--- src/rtl/label_mon_pkg.sv ---
package label_mon_pkg;
  parameter int unsigned LABEL_W        = 8;
  parameter int unsigned PERSIST_FRAMES = 5;
  parameter logic [7:0]  EQUIPPED_CODE  = 8'h01;

  // index of each persistence filter in the filter bank
  typedef enum logic [0:0] {
    ALM_MISMATCH = 1'b0,
    ALM_UNEQUIP  = 1'b1
  } alarm_idx_e;

  localparam int unsigned NUM_ALARMS = 2;
endpackage

--- src/rtl/label_classify.sv ---
module label_classify
  import label_mon_pkg::*;
#(
  parameter int unsigned W = LABEL_W
) (
  input  logic [W-1:0] label,
  input  logic [W-1:0] expected,
  input  logic         fixed_off,
  output logic         is_match,
  output logic         is_zero
);
  logic hit_prog;
  logic hit_fixed;

  always_comb begin
    hit_prog  = (label == expected);
    hit_fixed = !fixed_off && (label == W'(EQUIPPED_CODE));
    is_match  = hit_prog || hit_fixed;
    is_zero   = (label == '0);
  end
endmodule

--- src/rtl/label_persist.sv ---
module label_persist #(
  parameter int unsigned N  = 5,
  parameter int unsigned CW = $clog2(N + 1)
) (
  input  logic clk,
  input  logic rst_n,
  input  logic strobe,
  input  logic cond,
  output logic alarm
);
  logic [CW-1:0] run;
  localparam logic [CW-1:0] LAST = CW'(N - 1);

  always_ff @(posedge clk) begin
    if (!rst_n) begin
      run   <= '0;
      alarm <= 1'b0;
    end else if (strobe) begin
      if (cond != alarm) begin
        if (run == LAST) begin
          alarm <= cond;
          run   <= '0;
        end else begin
          run <= run + 1'b1;
        end
      end else begin
        run <= '0;
      end
    end
  end
endmodule

--- src/rtl/label_monitor.sv ---
module label_monitor
  import label_mon_pkg::*;
#(
  parameter int unsigned W       = LABEL_W,
  parameter int unsigned PERSIST = PERSIST_FRAMES
) (
  input  logic         clk,
  input  logic         rst_n,
  input  logic         lbl_valid,
  output logic         lbl_ready,
  input  logic [W-1:0] lbl_data,
  input  logic [W-1:0] exp_label,
  input  logic         fixed_cmp_off,
  output logic         mismatch_alarm,
  output logic         unequip_alarm,
  output logic [W-1:0] last_label
);
  localparam int unsigned CW = $clog2(PERSIST + 1);

  logic ready_q;
  logic accept;
  logic is_match;
  logic is_zero;
  logic [NUM_ALARMS-1:0] cond_vec;
  logic [NUM_ALARMS-1:0] alarm_vec;

  always_ff @(posedge clk) begin
    if (!rst_n) ready_q <= 1'b0;
    else        ready_q <= 1'b1;
  end

  assign lbl_ready = ready_q;
  assign accept    = lbl_valid && ready_q;

  label_classify #(.W(W)) u_cls (
    .label    (lbl_data),
    .expected (exp_label),
    .fixed_off(fixed_cmp_off),
    .is_match (is_match),
    .is_zero  (is_zero)
  );

  assign cond_vec[ALM_MISMATCH] = !is_match;
  assign cond_vec[ALM_UNEQUIP]  = is_zero;

  for (genvar g = 0; g < NUM_ALARMS; g++) begin : g_filt
    label_persist #(.N(PERSIST), .CW(CW)) u_pf (
      .clk   (clk),
      .rst_n (rst_n),
      .strobe(accept),
      .cond  (cond_vec[g]),
      .alarm (alarm_vec[g])
    );
  end

  always_ff @(posedge clk) begin
    if (!rst_n)      last_label <= '0;
    else if (accept) last_label <= lbl_data;
  end

  assign unequip_alarm  = alarm_vec[ALM_UNEQUIP];
  assign mismatch_alarm = alarm_vec[ALM_MISMATCH] && !alarm_vec[ALM_UNEQUIP];
endmodule

--- config.mk ---
export PLATFORM = sky130hd
export DESIGN_NAME = label_monitor
export DESIGN_NICKNAME = d
export VERILOG_FILES = /design/src/rtl/label_mon_pkg.sv /design/src/rtl/label_classify.sv /design/src/rtl/label_persist.sv /design/src/rtl/label_monitor.sv
export SDC_FILE = /design/constraint.sdc
export NUM_CORES = 1
export LEC_CHECK = 0
export BUFFER_PORTS_ARGS = -buffer_cell sky130_fd_sc_hd__buf_2
export CAP_MARGIN = 20
export CORE_MARGIN = 2
export CORE_UTILIZATION = 35
export CTS_CLUSTER_DIAMETER = 80
export DETAILED_ROUTE_END_ITERATION = 10
export GPL_TIMING_DRIVEN = 0
export HOLD_SLACK_MARGIN = 0.15
export SKIP_LAST_GASP = 1
export SLEW_MARGIN = 20
export SYNTH_ARGS = -nofsm -noshare
export SYNTH_HDL_FRONTEND = slang
export SYNTH_HIERARCHICAL = 1
export SYNTH_SLANG_ARGS = --single-unit
--- constraint.sdc ---
create_clock -name clk -period 2.1 [get_ports clk]
set_clock_uncertainty 0.05 [all_clocks]
set_input_delay 0.42 -clock clk [delete_from_list [all_inputs] [get_ports clk]]
set_output_delay 0.42 -clock clk [all_outputs]
set_load 0.02 [all_outputs]
After elaboration in Yosys (flattened, before gate mapping)
Index checks and enable logic that the tools add are counted.
{ "totals": {"regBits": 17, "out_inout_bits": 11} }
{ "op_classes": {"n_addsub": 2, "n_eq_ne": 6, "muxes": 5, "n_reduce_logical": 10} }
{ "op_table": {"columns": ["operator", "count"], "rows": [
  ["3-bit two-way mux", 4],
  ["8-bit by 1-bit equality test with 1-bit output, second input constant", 1],
  ["8-bit equality test", 1],
  ["8-bit zero test", 1],
  ["3-bit by 1-bit adder with 3-bit output, second input constant", 2],
  ["3-bit equality test, second input constant", 2],
  ["3-bit AND reduction", 2],
  ["1-bit logical AND", 3],
  ["1-bit zero test", 3],
  ["1-bit inequality test", 2],
  ["1-bit logical OR", 1],
  ["1-bit two-way mux", 1]
]} }

Depth between registers and ports, before layout
{ "depth": {"depth_word": 6, "mapped_depth": 7, "depth_no_buf": 7} }

Cells and area by module
Netlist, hierarchy kept.
{ "by_module_without_submodules": {"columns": ["mod", "n_inst", "cells_per_inst", "area_each_um2"], "rows": [
  ["label_persist", 2, 24, 224.0],
  ["label_monitor", 1, 41, 389.1],
  ["label_classify", 1, 16, 127.6]
]} }

Worst setup path after synthesis
Ideal clock, no wire load.
{ "synth_path": {"kind": "input to register", "from": "in lbl_data[5]", "to": "reg g_filt[0].u_pf.run[1]", "setup_time_ps": 70, "arrival_ps": 1420, "t_required_ps": 1980, "setup_slack_ps": 560, "cell_stages": 7, "cell_sequence": "nor4_2 -> nand2_1 -> o32ai_2 -> inv_1 -> xor2_1 -> nand3_1 -> a21boi_1"} }
{ "synth_via": {"elab_chain_cells": 6} }
{ "synth_rtl": {"columns": ["element", "line_no", "rtl"], "rows": [
  ["start: declaration", "label_monitor.sv:11", "input logic [W-1:0] lbl_data,"],
  ["8-bit by 1-bit equality test with 1-bit output", "label_classify.sv:17", "hit_fixed = !fixed_off && (label == W'(EQUIPPED_CODE));"],
  ["1-bit logical AND", "label_classify.sv:17", null],
  ["1-bit logical OR (*)", "label_classify.sv:18", "is_match = hit_prog || hit_fixed;"],
  ["named net is_match", "label_monitor.sv:22", "logic is_match;"],
  ["1-bit zero test (*)", "label_monitor.sv:43", "assign cond_vec[ALM_MISMATCH] = !is_match;"],
  ["named net cond_vec[0]", "label_monitor.sv:24", "logic [NUM_ALARMS-1:0] cond_vec;"],
  ["1-bit inequality test (*)", "label_persist.sv:19", "if (cond != alarm) begin"],
  ["3-bit two-way mux (*)", "label_persist.sv:19", null],
  ["end signal: assignment", "label_persist.sv:24", "run <= run + 1'b1;"],
  ["end: declaration", "label_persist.sv:11", "logic [CW-1:0] run;"]
]} }
The timed path passes the listed nets; every way through them passes the cells marked *.
A chain may end at the register's enable or synchronous reset.

Worst setup path in the final report
Same ends and word-level chain as after synthesis.

==> out/results.tsv <==
stage	metric	value	unit
critical_path	crit_path_end_kind	flop	
global_routing	grt_pass1_wl	3260	um
flow_run	maxCapViolations	0	
sta	period_minus_slack	1.60	ns
routing	num_vias	853	
floorplanning	ios	31	
critical_path	critPathBufInv	2	
sta	final_max_slew_viol_count	0	
critical_path	path_cells	buf_2, nor4_2, nand2_1, o32ai_2, inv_1, xor2_1, nand3_1, a21boi_1	
critical_path	cp.required	2.26	ns
sta	setup_viol	0	
critical_path	start_kind	input port	
finish	num_antenna_cells	0	
cts	cts.htree.levels	1	
yosys	synth.distinct_cells	27	
yosys	synth_nets	129	
sta	fin_hold_ws	0.332	ns
routing	first_pass_iters	4	
yosys	seq_area_frac_synth	0.353	
pwr	p_leak	0.514	nW
routing	vias_per_cell	5.05	
finish	area_growth	21.8	%
global_routing	antenna_found_initial	0	
sta	rsz0062_at_grt	false	
routing	drc	0	
cts	path_clk_slew	0.09	ns
cts	cts_tree	yes	
yosys	syn_inst	105	
global_routing	gr-total-overflow	0	
cts	postCtsSetupBuffers	0	
critical_path	crit_family	simple AND/OR/NAND/NOR gates	
cts	clkSinkCount	17	
pwr	power_density	527	mW/mm^2
global_routing	track_usage	0.126	
sta	worst_slew_pin_slew	0.251	ns
sta	timing.final.hold_violations	0	
floorplanning	core	0.00269	sq mm
floorplanning	fp-row-count	19	
yosys	syn_area	965	sq um
floorplanning	dieArea	0.00319	sq mm
routing	wire_per_inst	11.4	um
cts	cts_buffers	3	
finish	stdcell_count	169	
yosys	avgSynthCellArea	9.19	sq um
place	placement.io_buffers	29	
sta	tns	0	ns
outcome	status	complete, no violations	
place	place.gp.congestion	0.758	
cts	clk_latency	0.28	ns
finish	n_fill_cell	285	
critical_path	slowest_delay	0.27	ns
sta	fmax	0.627	GHz
worst_hold_path	min_path_type	input port to flop	
cts	ctsHoldBuffers	0	
critical_path	critPathMaxFanout	3	
yosys	synth-seq-cells	17	
global_routing	grt_max_degree	23	
routing	initialDrtViolationCount	20	
critical_path	rrSetupSlack	0.73	ns
finish	drive_above_1_share	0.362	
cts	clockBufferDepth	2	
place	dp_cells	165	
routing	antenna_left	0	
place	dp_hpwl	1480	um
sta	relSlewSlack	0.832	
finish	mostFrequentLayoutCells	buf_2 (30), dfxtp_1 (17), nand2_1 (11)	
finish	mostFrequentLayoutCell	buf_2	
finish	final_core_util	0.437	
yosys	ys_warn_count	6	
critical_path	worstPathArrival	1.76	ns
sta	finalCritPeriodShare	0.760	
critical_path	slowest_stage	nor4_2	
finish	final_nets	163	
cts	root_buffer	clkbuf_4	
pwr	peakVddDrop	431	uV
floorplanning	die_h	56.5	um
global_routing	grt_pass1_vias	785	
routing	wl	1920	um
pwr	total_power	0.000619	W
critical_path	criticalPathCategory	input port to flop	
floorplanning	fp.dieW	56.5	um
cts	ctsResizeCount	0	
floorplanning	start_util	0.359	
[per-stage QoR]
stage	area (sq um)	worst slack [ns]
6_report	1170	0.504
5_1_grt	1170	0.361
4_1_cts	1170	0.470
3_5_place_dp	1150	0.169
3_3_place_gp	1150	0.206
2_1_floorplan	965	0.560
[worst register-to-register path: cells and delay by family, from the launching register on]
kind	cells	cell delay, ns
AO/OA/AOI/OAI	1	0.17
buffers and inverters	2	0.32
flip-flops	1	0.32
AND/OR/NAND/NOR	3	0.42
[cell usage after synthesis, drive strengths merged]
master / n / area (sq um)
a21oi: 2 / 10.0
nand2: 11 / 41.3
and4bb: 2 / 25.0
nor2: 1 / 3.75
nor3: 1 / 5.00
clkbuf: 1 / 5.00
nor2b: 3 / 18.8
buf: 4 / 35.0
nand3b: 2 / 15.0
o32ai: 1 / 16.3
xor2: 2 / 17.5
inv: 6 / 22.5
mux2i: 2 / 20.0
and4b: 2 / 20.0
nand3: 6 / 30.0
xnor2: 8 / 70.1
dfxtp: 17 / 340
nand4: 10 / 62.6
o21ai: 10 / 80.1
a21boi: 4 / 30.0
nand2b: 4 / 25.0
and2: 1 / 8.76
nor4: 1 / 12.5
ha: 4 / 50.1
[final timing paths]
path	from	to	cells after the start
worst min-delay path	rst_n	lbl_ready	1
worst max register to register	lbl_ready	g_filt[1].u_pf/run[2]	6
worst min register to register	last_label[2]	last_label[2]	2
worst max-delay path	lbl_data[5]	g_filt[0].u_pf/run[1]	8
[logic make-up (layout without fill, tap and decap cells)]
logic type / count (synthesis) / count (layout) / synth area share
AOI/OAI and AO/OA: 17 / 17 / 0.141
muxes: 2 / 2 / 0.0208
and+or+nand+nor: 44 / 44 / 0.278
buffers and inverters: 11 / 44 / 0.0648
xor gates and xnor gates: 10 / 10 / 0.0908
adders and majority gates: 4 / 4 / 0.0519
DFF: 17 / 17 / 0.353
[metal layers]
| metal | wire length, um | part of all wire | global-route usage | vias up |
|---|---|---|---|---|
| met2 | 846 | 0.44 | 0.199 | 30 |
| met4 | 8 | 0.0042 | 0.0510 | 0 |
| li1 | - | - | - | 438 |
| met3 | 169 | 0.088 | 0.0300 | 2 |
| met5 | 0 | 0 | 0 | - |
| met1 | 895 | 0.47 | 0.164 | 383 |
[flip-flops by register name, indices dropped and copies added, names as in the netlist]
name,flops
g_filt.u_pf/alarm,2
lbl_ready,1
last_label,8
g_filt.u_pf/run,6
[final cells by class]
cell class              instances  area [sq um]  area share
multi-input cells              77           562       0.478
flip-flops and latches         17           340       0.290
repair buffers                 29           145       0.124
plain buffers                   5          40.0      0.0341
well taps                      31          38.8      0.0330
clock buffers                   4          26.3      0.0224
inverters                       6          22.5      0.0192
[report_power, final]
part	internal (W)	switching (W)	leakage (nW)	total, W
clock	0.0000736	0.0000975	0.0150	0.000171
combinational	0.0000500	0.0000599	0.361	0.000110
sequential	0.000333	0.00000574	0.139	0.000338
total	0.000456	0.000163	0.514	0.000619
Power figures use the tool's default switching activity.
